==> src/rtl/wdt_pkg.sv <==
package wdt_pkg;
  parameter int ADDR_W = 5;
  typedef logic [ADDR_W-1:0] addr_t;

  localparam addr_t OFF_PRE1 = 5'h00;
  localparam addr_t OFF_PRE2 = 5'h04;
  localparam addr_t OFF_ISR  = 5'h08;
  localparam addr_t OFF_RLD  = 5'h0C;
  localparam addr_t OFF_CFG  = 5'h10;
  localparam addr_t OFF_CTL  = 5'h14;

  localparam logic [31:0] KEY_FIRST  = 32'h0000_0080;
  localparam logic [31:0] KEY_SECOND = 32'h0000_0086;

  localparam int RLD_BIT   = 8;
  localparam int TMO_BIT   = 9;
  localparam int CFG_FAST  = 2;
  localparam int CFG_NORST = 5;
  localparam int CTL_LOCK  = 0;
  localparam int CTL_EN    = 1;
  localparam int CTL_TMR   = 2;

  typedef enum logic [1:0] {UNL_IDLE, UNL_ARMED, UNL_OPEN} unl_e;
  typedef enum logic [1:0] {STG_ONE, STG_TWO, STG_DONE} stg_e;
endpackage

==> src/rtl/wdt_prescaler.sv <==
module wdt_prescaler #(
  parameter int SLOW_LOG2 = 15,
  parameter int FAST_LOG2 = 5
) (
  input  logic clk_i,
  input  logic rst_ni,
  input  logic run_i,
  input  logic clr_i,
  input  logic fast_i,
  output logic tick_o
);
  logic [SLOW_LOG2-1:0] pre_q;
  logic fast_hit;

  always_ff @(posedge clk_i or negedge rst_ni) begin
    if (!rst_ni) pre_q <= '0;
    else if (!run_i || clr_i) pre_q <= '0;
    else pre_q <= pre_q + 1'b1;
  end

  generate
    if (FAST_LOG2 == 0) begin : g_fast_every
      assign fast_hit = 1'b1;
    end else begin : g_fast_div
      assign fast_hit = &pre_q[FAST_LOG2-1:0];
    end
  endgenerate

  assign tick_o = run_i & (fast_i ? fast_hit : &pre_q);
endmodule

==> src/rtl/wdt_unlock.sv <==
module wdt_unlock
  import wdt_pkg::*;
#(
  parameter int DW = 32
) (
  input  logic          clk_i,
  input  logic          rst_ni,
  input  logic          clr_i,
  input  logic          we_i,
  input  addr_t         addr_i,
  input  logic [DW-1:0] wdata_i,
  output logic          grant_o
);
  unl_e st_q, st_d;
  logic is_rld, is_prot;

  assign is_rld  = addr_i == OFF_RLD;
  assign is_prot = is_rld || addr_i == OFF_PRE1 || addr_i == OFF_PRE2;

  always_comb begin
    st_d    = st_q;
    grant_o = 1'b0;
    if (we_i && !clr_i) begin
      unique case (st_q)
        UNL_IDLE:  if (is_rld && wdata_i == DW'(KEY_FIRST)) st_d = UNL_ARMED;
        UNL_ARMED: st_d = (is_rld && wdata_i == DW'(KEY_SECOND)) ? UNL_OPEN : UNL_IDLE;
        UNL_OPEN:  if (is_prot) begin
          grant_o = 1'b1;
          st_d    = UNL_IDLE;
        end
        default:   st_d = UNL_IDLE;
      endcase
    end
  end

  always_ff @(posedge clk_i or negedge rst_ni) begin
    if (!rst_ni) st_q <= UNL_IDLE;
    else if (clr_i) st_q <= UNL_IDLE;
    else st_q <= st_d;
  end
endmodule

==> src/rtl/wdt_stages.sv <==
module wdt_stages
  import wdt_pkg::*;
#(
  parameter int CW = 20
) (
  input  logic          clk_i,
  input  logic          rst_ni,
  input  logic          run_i,
  input  logic          reload_i,
  input  logic          timer_mode_i,
  input  logic          tick_i,
  input  logic [CW-1:0] pre1_i,
  input  logic [CW-1:0] pre2_i,
  output logic          exp1_o,
  output logic          exp2_o,
  output logic [CW-1:0] cnt1_o,
  output logic [CW-1:0] cnt2_o
);
  stg_e st_q;
  logic [CW-1:0] cnt1_q, cnt2_q;
  logic step;

  assign step   = run_i & ~reload_i & tick_i;
  assign exp1_o = step && st_q == STG_ONE && cnt1_q == '0;
  assign exp2_o = step && st_q == STG_TWO && cnt2_q == '0;
  assign cnt1_o = cnt1_q;
  assign cnt2_o = cnt2_q;

  always_ff @(posedge clk_i or negedge rst_ni) begin
    if (!rst_ni) begin
      st_q   <= STG_ONE;
      cnt1_q <= '0;
      cnt2_q <= '0;
    end else if (!run_i || reload_i) begin
      st_q   <= STG_ONE;
      cnt1_q <= pre1_i;
      cnt2_q <= pre2_i;
    end else if (tick_i) begin
      unique case (st_q)
        STG_ONE: begin
          if (cnt1_q != '0) cnt1_q <= cnt1_q - 1'b1;
          else if (timer_mode_i) cnt1_q <= pre1_i;
          else st_q <= STG_TWO;
        end
        STG_TWO: begin
          if (cnt2_q != '0) cnt2_q <= cnt2_q - 1'b1;
          else st_q <= STG_DONE;
        end
        default: st_q <= STG_DONE;
      endcase
    end
  end
endmodule

==> src/rtl/wdt_two_stage.sv <==
module wdt_two_stage
  import wdt_pkg::*;
#(
  parameter int DW        = 32,
  parameter int CW        = 20,
  parameter int SLOW_LOG2 = 15,
  parameter int FAST_LOG2 = 5
) (
  input  logic              clk_i,
  input  logic              rst_ni,
  input  logic              sys_rst_i,
  input  logic              we_i,
  input  logic [ADDR_W-1:0] addr_i,
  input  logic [DW-1:0]     wdata_i,
  output logic [DW-1:0]     rdata_o,
  output logic              irq_o,
  output logic              wdt_rst_o
);
  logic [CW-1:0] pre1_q, pre2_q, cnt1, cnt2;
  logic [1:0] itype_q;
  logic fast_q, norst_q;
  logic lck_en_q, lck_tmr_q, lck_lock_q;
  logic int_q, tmo_q, fired_q;
  logic grant, tick, exp1, exp2;
  logic reload_hit, tmo_clr, isr_clr, cfg_wr, ctl_wr;

  wdt_unlock #(.DW(DW)) u_unl (
    .clk_i(clk_i), .rst_ni(rst_ni), .clr_i(sys_rst_i), .we_i(we_i),
    .addr_i(addr_i), .wdata_i(wdata_i), .grant_o(grant)
  );

  assign reload_hit = grant && addr_i == OFF_RLD && wdata_i[RLD_BIT];
  assign tmo_clr    = grant && addr_i == OFF_RLD && wdata_i[TMO_BIT];
  assign isr_clr    = we_i && addr_i == OFF_ISR && wdata_i[0];
  assign cfg_wr     = we_i && addr_i == OFF_CFG && !lck_lock_q;
  assign ctl_wr     = we_i && addr_i == OFF_CTL && !lck_lock_q;

  wdt_prescaler #(.SLOW_LOG2(SLOW_LOG2), .FAST_LOG2(FAST_LOG2)) u_pre (
    .clk_i(clk_i), .rst_ni(rst_ni), .run_i(lck_en_q), .clr_i(reload_hit),
    .fast_i(fast_q), .tick_o(tick)
  );

  wdt_stages #(.CW(CW)) u_stg (
    .clk_i(clk_i), .rst_ni(rst_ni), .run_i(lck_en_q), .reload_i(reload_hit),
    .timer_mode_i(lck_tmr_q), .tick_i(tick), .pre1_i(pre1_q), .pre2_i(pre2_q),
    .exp1_o(exp1), .exp2_o(exp2), .cnt1_o(cnt1), .cnt2_o(cnt2)
  );

  always_ff @(posedge clk_i or negedge rst_ni) begin
    if (!rst_ni) begin
      pre1_q <= '1; pre2_q <= '1;
      itype_q <= '0; fast_q <= 1'b0; norst_q <= 1'b0;
      lck_en_q <= 1'b0; lck_tmr_q <= 1'b0; lck_lock_q <= 1'b0;
      int_q <= 1'b0; fired_q <= 1'b0;
    end else if (sys_rst_i) begin
      pre1_q <= '1; pre2_q <= '1;
      itype_q <= '0; fast_q <= 1'b0; norst_q <= 1'b0;
      lck_en_q <= 1'b0; lck_tmr_q <= 1'b0; lck_lock_q <= 1'b0;
      int_q <= 1'b0; fired_q <= 1'b0;
    end else begin
      if (grant && addr_i == OFF_PRE1) pre1_q <= wdata_i[CW-1:0];
      if (grant && addr_i == OFF_PRE2) pre2_q <= wdata_i[CW-1:0];
      if (cfg_wr) begin
        itype_q <= wdata_i[1:0];
        fast_q  <= wdata_i[CFG_FAST];
        norst_q <= wdata_i[CFG_NORST];
      end
      if (ctl_wr) begin
        lck_en_q   <= wdata_i[CTL_EN];
        lck_tmr_q  <= wdata_i[CTL_TMR];
        lck_lock_q <= wdata_i[CTL_LOCK];
      end
      if (exp1) int_q <= 1'b1;
      else if (isr_clr) int_q <= 1'b0;
      if (!lck_en_q || reload_hit) fired_q <= 1'b0;
      else if (exp2) fired_q <= 1'b1;
    end
  end

  // timeout flag: only power-on reset or explicit clear
  always_ff @(posedge clk_i or negedge rst_ni) begin
    if (!rst_ni) tmo_q <= 1'b0;
    else if (exp2) tmo_q <= 1'b1;
    else if (tmo_clr && !sys_rst_i) tmo_q <= 1'b0;
  end

  always_comb begin
    rdata_o = '0;
    unique case (addr_i)
      OFF_PRE1: rdata_o = DW'(pre1_q);
      OFF_PRE2: rdata_o = DW'(pre2_q);
      OFF_ISR:  rdata_o[0] = int_q;
      OFF_RLD:  rdata_o[TMO_BIT] = tmo_q;
      OFF_CFG:  begin
        rdata_o[1:0]       = itype_q;
        rdata_o[CFG_FAST]  = fast_q;
        rdata_o[CFG_NORST] = norst_q;
      end
      OFF_CTL:  begin
        rdata_o[CTL_LOCK] = lck_lock_q;
        rdata_o[CTL_EN]   = lck_en_q;
        rdata_o[CTL_TMR]  = lck_tmr_q;
      end
      default:  rdata_o = '0;
    endcase
  end

  assign irq_o     = int_q & lck_en_q & (itype_q != 2'b11);
  assign wdt_rst_o = fired_q & lck_en_q & ~norst_q;
endmodule

==> config.mk <==
export PLATFORM = sky130hd
export DESIGN_NAME = wdt_two_stage
export DESIGN_NICKNAME = d
export VERILOG_FILES = /design/src/rtl/wdt_pkg.sv /design/src/rtl/wdt_prescaler.sv /design/src/rtl/wdt_unlock.sv /design/src/rtl/wdt_stages.sv /design/src/rtl/wdt_two_stage.sv
export SDC_FILE = /design/constraint.sdc
export NUM_CORES = 1
export LEC_CHECK = 0
export BUFFER_PORTS_ARGS = -buffer_cell sky130_fd_sc_hd__clkbuf_2
export CORE_ASPECT_RATIO = 1.5
export CORE_MARGIN = 5
export CORE_UTILIZATION = 64
export CTS_CLUSTER_DIAMETER = 40
export DETAILED_ROUTE_END_ITERATION = 8
export GPL_ROUTABILITY_DRIVEN = 0
export PLACE_DENSITY = 0.92
export SLEW_MARGIN = 40
export SYNTH_ARGS = -nofsm -noshare
export SYNTH_HDL_FRONTEND = slang
export SYNTH_HIERARCHICAL = 1
export SYNTH_SLANG_ARGS = --single-unit
==> constraint.sdc <==
create_clock -name clk_i -period 5.8 [get_ports clk_i]
set_input_delay 1.45 -clock clk_i [delete_from_list [all_inputs] [get_ports clk_i]]
set_output_delay 1.45 -clock clk_i [all_outputs]
set_load 0.01 [all_outputs]
Yosys cells after proc, flatten, opt, wreduce, memory -nomap -nowiden
Index checks and enable logic that the tools add are counted.
Cells by class
  reductions and logical operators: 51
  mux-type cells: 57
  add/sub/neg operators: 3
  equal/unequal tests: 16
  bitwise logic cells: 9
Operator list (number)
  two-way mux 20 bit: 13
  equality test 32 x 8 -> 1 bit (second input constant): 2
  logical NOT 20 bit: 2
  nonzero test 20 bit: 2
  subtractor 20 x 1 -> 20 bit (second input constant): 2
  two-way mux 2 bit: 12
  two-way mux 1 bit: 22
  one-hot mux 10 bit (2 select lines): 1
  nonzero test 2 bit: 10
  logical AND 1 bit: 19
  adder 15 x 1 -> 15 bit (second input constant): 1
  two-way mux 15 bit: 1
  AND reduction 15 bit: 1
  equality test 5 x 4 -> 1 bit (second input constant): 2
  equality test 5 bit (second input constant): 2
  != test 3 bit (second input constant): 3
  AND reduction 3 bit: 3
  nonzero test 3 bit: 3
  one-hot mux 2 bit (2 select lines): 2
  one-hot mux 2 bit (4 select lines): 1
  AND 1 bit: 7
  != test 3 x 2 -> 1 bit (second input constant): 2
  one-hot mux 1 bit (3 select lines): 2
  one-hot mux 2 bit (3 select lines): 1
  13 further kinds: 20
Storage, ports and cells
  register bits after elaboration: 109
  output and inout port bits: 34
  word-level logic and storage cells: 152

Depth between registers and ports, before layout
Gate-level depths: netlist of run 1.
  word-level depth: 16
  gate-level depth with buffers: 12

Modules after synthesis
Netlist of run 1, hierarchy kept.
By module, submodules not included
  wdt_stages: times used 1, cells an instance 315, area each 2735.1 um2
  wdt_two_stage: times used 1, cells an instance 265, area each 2728.9 um2
  wdt_prescaler: times used 1, cells an instance 77, area each 762.0 um2
  wdt_unlock: times used 1, cells an instance 30, area each 225.2 um2

Worst setup path after synthesis of run 1
No wires, ideal clock.
  path type: input-to-output
  start point: in addr_i[1]
  end point: out rdata_o[10]
  stages: 5
  path slack: 1.785 ns
  data arrival time: 2.565 ns
  cell sequence: or3_1 > buf_6 > nor3_4 > buf_6 > a22o_2
Between the ends
  longest elaborated chain between the ends: 2
  elaborated cells on any way between the ends: 3
  classes of those cells: eq/ne: 1; mux: 1; reduce/logical: 1
Ends and longest elaborated chain
  start, declared: line wdt_two_stage.sv:13  | input logic [ADDR_W-1:0] addr_i,
  equality test 5 x 3 -> 1 bit or logical NOT 5 bit (tied branches): line wdt_two_stage.sv:89  | unique case (addr_i)
  one-hot mux 10 bit (2 select lines) *: line wdt_two_stage.sv:89
  end, declared: line wdt_two_stage.sv:15  | output logic [DW-1:0] rdata_o,
Mark *: on every way between the ends. The rest lies on a longest branch, timed or not.

Worst setup path in the final report of run 1
  start point: in addr_i[2]
  end point: out rdata_o[9]
Between the ends
  longest elaborated chain between the ends: 2
  elaborated cells on any way between the ends: 4
  classes of those cells: eq/ne: 2; mux: 1; reduce/logical: 1
Ends and longest elaborated chain (line)
  equality test 5 x 4 -> 1 bit (tied with other cells): wdt_two_stage.sv:89
  one-hot mux 1 bit (3 select lines) *: wdt_two_stage.sv:89
Marked as above.

==> results.md, run 1 <==
* Hold Vio Cnt, Final at 0
* Vias in the first global route at 5759
* Clk pwr share at 42.5%
* Tightest Pin Transition at 0.810 ns
* Final setup fails at 0
* GRT overflow at 0
* Crit path required time at 4.35 ns
* Number of synthesized flops with an enable pin at 0
* Sw Pwr at 378 uW
* LEAKAGE at 3.03 nW
* Post-Syn Area at 0.00645 sq mm
* Routed wire per std cell at 20.7 um
* Seq pwr share at 50.7%
* Pre-antenna DRT Iters at 5
* Die width at 92.0 um
* Slew Limit Fails at 0
* Dpl ws at 1.14 ns
* Switching portion of total power at 24.9%
* Hold_buf cts at 0
* HP Class: reg2reg
* Max-cap violations at 0
* Yosys top cell area share at 26.8%
* Row Count at 45
* Netlist cell types at 75
* Peak VDD IR at 0.186 mV
* #FFs+latches synth at 109
* Post-route clock skew at 0.0122 ns
* Post-route DRC at 0
* Skew-Pair Late Insertion Delay at 0.36 ns
* Hold Crit Depth at 2
* Antenna cells at 0
* Fillers at 677
* Die Area at 0.0122 sq mm
* RSZ-0062 raised after global routing: no
* Via density per instance at 6.86
* Buffers on Ports at 62
* Crit Path Max Fanout at 12
* DRT iter0 DRCs at 583
* Crit. End Element: primary output
* Most common cell in the synthesized netlist: nor2_1
* Post-detail-place hpwl at 12.6 mm
* Largest net degree at the start of global routing at 75
* Nets@finish at 777
* Clock Path Buffers at 2
* Worst setup path class: in2out
* H-tree depth at 3
* Initial Util at 64.4%
* Commonest cells post-synth: 101 x nor2_1, 69 x dfrtp_1, 52 x mux2i_1, 43 x nand2_1, 40 x dfstp_2
* Post-CTS Resized at 0
* Initial antenna violation count at 0
* Synth area leaders: dfrtp_1 27%, dfstp_2 16%, mux2i_1 8.1%
* Clock-pin transition on the worst setup and hold timing paths at 0.07 ns
* I/O pin count at 75
* Slew headroom at 45.5%
* Total CTS buffers at 9
* Post-synth ARST share at 100%
* Final hold slack at 0.538 ns
* Core Area at 0.0100 sq mm
* Setup TNS at 0 ns
* Antenna-violating nets left at 0
* CTS tree: done
* Ys flop type: dfrtp_1
* First-pass GRT wire length at 28.5 mm
* Synth Instances at 687
* Root Driver: clkbuf_16
* Post-synthesis average cell area at 9.39 sq um
* Multi-input logic area at 0.00339 sq mm
* Status: completed
* Power Density at 214 mW/mm^2
* Setup WS post-layout at 1.30 ns
* Worst r2r path cells at 9
* Largest area contributor in the netlist: dfrtp_1
* Postcts setup bufs at 0
* Int Pwr at 1.14 mW
* FF/Latch Area at 0.00278 sq mm
* Data arrival, critical path at 3.05 ns
* YS warnings at 6
* Combinational share of power at 6.8%
* Register area share after synthesis at 43.1%
* Startpoint Class: input pin
* Die Y-Extent at 133 um
* Global Route Usage Sum at 29.3%
* Area delta synth->final at 9.97%
* Max Clk Rate at 222 MHz
* CTS sink cnt at 109
* Min cycle time layout at 4.50 ns
* Via count at 5855
* Period Utilization, post-route at 77.7%
* Fraction of layout cells with a size suffix above 1 at 22.8%
* Final WL at 17.7 mm
[worst max-delay path, cell delays in order]
cell and delay, ns:
clkbuf_2 0.15, or3b_1 0.47, nor3_4 0.42, buf_6 0.23, a221o_1 0.17, clkbuf_2 0.15
[layout by cell type (no fill, tap or decap), types with 4 or more instances in the layout]
master | synthesis | routed
nor2_1 | 101 | 101
dfrtp_1 | 69 | 69
clkbuf_2 | 0 | 61
mux2i_1 | 52 | 52
nand2_1 | 43 | 43
dfstp_2 | 40 | 40
o21ai_0 | 38 | 38
a21oi_1 | 21 | 21
nand3_1 | 18 | 18
nor3_1 | 17 | 17
inv_1 | 16 | 16
nor4_1 | 16 | 15
nand2b_1 | 14 | 14
nand4_1 | 12 | 12
conb_1 | 1 | 12
a22o_2 | 10 | 10
xor2_1 | 10 | 10
or3_1 | 9 | 9
clkbuf_16 | 0 | 9
buf_4 | 13 | 9
xnor2_1 | 9 | 9
or4_1 | 8 | 8
o211ai_1 | 7 | 7
nor2b_1 | 6 | 6
nand3b_1 | 6 | 6
o22ai_1 | 6 | 6
a22o_1 | 6 | 6
nor3b_1 | 5 | 5
and3_1 | 5 | 5
inv_6 | 0 | 5
ha_1 | 5 | 5
a221o_1 | 4 | 4
mux2_2 | 4 | 4
a31oi_1 | 4 | 4
o31ai_1 | 4 | 4
nor4_2 | 3 | 4
o21ai_1 | 4 | 4
a221oi_1 | 4 | 4
[worst paths after layout]
kind,from,slack (ns),end
worst max-delay path,addr_i[2],1.30,rdata_o[9]
min in group asynchronous,rst_ni,1.04,u_stg/cnt1_o[19]
worst min-delay path,u_stg/cnt1_o[13],0.54,u_stg/cnt1_o[13]
worst min register to register,u_stg/cnt1_o[13],0.54,u_stg/cnt1_o[13]
worst max register to register,u_pre/pre_q[7],2.65,u_stg/cnt1_o[12]
max in group asynchronous,rst_ni,3.63,pre1_q[2]
[power by group through the flow]
stage               sequential [mW]  clock (mW)  combinational [mW]
CTS                           0.770       0.647               0.101
global placement              0.784           0              0.0923
finish                        0.770       0.646               0.103
detailed placement            0.784           0              0.0992
global route                  0.770       0.687               0.113
floorplan                     0.783           0              0.0551
[flip-flops by register name (all words and copies together) (netlist names), 2 cells and up]
signal        count
pre1_q           20
pre2_q           20
u_stg/cnt1_o     20
u_stg/cnt2_o     20
u_pre/pre_q      15
itype_q           2
u_stg/st_q        2
u_unl/st_q        2
[layout make-up]
type / instances / share of cell area [%]
flip-flops and latches: 109 / 39.2
clock inverters: 7 / 1.11
inverters: 16 / 0.847
well taps: 117 / 2.06
repair buffers: 73 / 5.86
multi-input cells: 522 / 47.8
clock buffers: 9 / 3.17
[routing by layer]
layer / wire length (um) / share of wire [%] / track usage (%) / vias up
met3: 1280 / 7.3 / 5.29 / 101
met1: 6410 / 36 / 34.2 / 2790
met4: 1050 / 5.9 / 16.9 / 0
li1: - / - / - / 2566
met2: 8920 / 50 / 50.2 / 398
met5: 0 / 0 / 0 / -
[cells by family after synthesis]
| logic type | Yosys count | synth area share [%] |
|---|---|---|
| DFF | 109 | 43.1 |
| adders and majority gates | 5 | 0.970 |
| and+or+nand+nor | 294 | 24.8 |
| AOI/OAI and AO/OA | 136 | 14.5 |
| other | 1 | 0.0581 |
| buffers and inverters | 67 | 5.22 |
| xor gates and xnor gates | 19 | 2.58 |
| muxes | 56 | 8.77 |
[per-stage QoR]
| step | instance area, sq um | total power [mW] | cells | util [%] |
|---|---|---|---|---|
| floorplan | 6490 | 0.838 | 698 | - |
| global placement | 6740 | 0.876 | 834 | 67.2 |
| detailed placement | 6760 | 0.883 | 835 | 67.5 |
| CTS | 7070 | 1.52 | 851 | 70.5 |
| global route | 7090 | 1.57 | 853 | 70.8 |
| finish | 7090 | 1.52 | 853 | 70.8 |
Note: power is estimated with default switching activity, not from simulation.
==> run 2: changes to the inputs <==
Settings changed: CORE_UTILIZATION 64 to 59, PLACE_DENSITY 0.92 to 0.87.
Clock period 5.8 ns to 4.22 ns, I/O delays scaled along.
==> results.md, run 2 (same netlist as run 1, synthesis figures left out) <==
* Setup TNS at 0 ns
* Pre-antenna DRT Iters at 5
* Via density per instance at 6.48
* Layout Utilization at 66.7%
* Clock Path Buffers at 2
* Root Driver: clkbuf_16
* Clk pwr share at 41.0%
* Crit. End Element: primary output
* Global Route Usage Sum at 27.0%
* Clock-pin transition on the worst setup and hold timing paths at 0.07 ns
* Switching portion of total power at 25.4%
* Antenna-violating nets left at 0
* GRT overflow at 0
* CP cell instances: clkbuf_2 -> or3_1 -> nor3_4 -> buf_4 -> a22o_1 -> clkbuf_2
* Initial Util at 60.6%
* Die Y-Extent at 138 um
* LEAKAGE at 3.02 nW
* CTS sink cnt at 109
* Post-route DRC at 0
* Final instance area at 0.00710 sq mm
* HP Class: reg2reg
* FF/Latch Area at 0.00278 sq mm
* First-pass GRT wire length at 28.4 mm
* Hold_buf cts at 0
* Largest net degree at the start of global routing at 75
* Slowest CP cell: or3_1
* Max-cap violations at 0
* Most frequent cells in the layout: 101 x nor2_1, 69 x dfrtp_1, 61 x clkbuf_2
* Die width at 95.4 um
* Area delta synth->final at 10.0%
* Combinational share of power at 6.7%
* Min cycle time layout at 3.68 ns
* Postcts setup bufs at 0
* Worst setup path class: in2out
* Die Area at 0.0132 sq mm
* Skew-Pair Late Insertion Delay at 0.36 ns
* Status: completed
* Period Utilization, post-route at 87.3%
* Initial antenna violation count at 0
* Fillers at 833
* Antenna cells at 0
* Slew headroom at 49.1%
* Post-DP Area at 0.00681 sq mm
* Power Density at 285 mW/mm^2
* Slew Limit Fails at 0
* Buf+Inv Stages, Crit Path at 3
* Sw Pwr at 514 uW
* Data arrival, critical path at 2.63 ns
* Startpoint Class: input pin
* Worst path max stage delay at 0.53 ns
* Buffers on Ports at 62
* CTS tree: done
* Vias in the first global route at 5703
* Routed wire per std cell at 19.7 um
* Final WL at 17.4 mm
* CP delay by family, top: simple AND/OR/NAND/NOR gates
* Total CTS buffers at 9
* I/O pin count at 75
* Commonest non-fill, non-tap cell in the layout: nor2_1
* Tightest Pin Transition at 0.763 ns
* Max Clk Rate at 271 MHz
* Peak VDD IR at 0.208 mV
* Post-detail-place hpwl at 12.5 mm
* Fraction of layout cells with a size suffix above 1 at 22.9%
* RSZ-0062 raised after global routing: no
* Int Pwr at 1.51 mW
* Core Area at 0.0106 sq mm
* Row Count at 46
* Hold Vio Cnt, Final at 0
* Seq pwr share at 52.3%
* Multi-input logic area at 0.00339 sq mm
* Crit path required time at 3.16 ns
* Final setup fails at 0
* DRT iter0 DRCs at 741
* H-tree depth at 3
* Via count at 5707
* Crit Path Max Fanout at 14
* Most frequent CP cell: clkbuf_2
* Post-route clock skew at 0.00852 ns
* Nets@finish at 778
* Post-CTS Resized at 0
## run 2: changes by cell type in the layout (fill, tap and decap cells not counted)
cell	delta
buf_12	-1
buf_4	+4
buf_6	-2
bufinv_16	-1
clkinv_4	+1
inv_6	-2
inv_8	+2
## run 2: worst reg2reg max path, cell delays in order, from the launching register on
cell      delay (ns)
dfrtp_1         0.43
nand4_1         0.23
nor4_1          0.34
o211a_1         0.24
nor3b_1         0.51
nor2_1          0.13
a21oi_1         0.57
buf_4           0.30
nor2_1          0.06
a221oi_1        0.23
## run 2: through the flow
step                      total power [mW]  setup slack [ns]  hold slack [ns]  instances
after global placement                1.21             0.561            0.498        865
after CTS                             2.04             0.559            0.523        881
after detailed placement              1.21             0.419            0.503        865
final                                 2.03             0.536            0.526        881
after floorplan                       1.15             0.960            0.472        698
after global routing                  2.10             0.442            0.536        881
## run 2: layer usage
layer,share of wire (%),track usage (%),routed length [um],up-vias
li1,-,-,-,2574
met1,37,33.7,6360,2698
met2,50,45.0,8760,356
met3,8.2,4.89,1420,79
met4,4.9,12.0,850,0
met5,0,0,0,-
## run 2: final timing paths
kind / from / end / slack (ns) / depth (start not counted)
min reg2reg: u_stg/cnt1_o[7] / u_stg/cnt1_o[7] / 0.53 / 1
max: addr_i[1] / rdata_o[18] / 0.54 / 6
min: u_stg/cnt1_o[7] / u_stg/cnt1_o[7] / 0.53 / 1
min in group asynchronous: rst_ni / u_pre/pre_q[8] / 0.69 / 1
max in group asynchronous: rst_ni / pre1_q[12] / 2.63 / 2
max reg2reg: u_pre/pre_q[8] / u_stg/cnt1_o[17] / 1.07 / 9
## run 2: power groups by stage
stage / registers (mW) / clock network [mW] / logic (mW)
2_1_floorplan: 1.08 / 0 / 0.0758
3_3_place_gp: 1.08 / 0 / 0.130
3_5_place_dp: 1.08 / 0 / 0.135
4_1_cts: 1.06 / 0.842 / 0.136
5_1_grt: 1.06 / 0.887 / 0.151
6_report: 1.06 / 0.831 / 0.137
## run 2: final cells by class
class / count / area share (%)
multi-input combinational: 522 / 47.8
clock buffer: 9 / 3.17
inverter: 16 / 0.846
clock inverter: 7 / 0.881
sequential: 109 / 39.1
timing repair buffer: 74 / 5.68
tap: 144 / 2.54
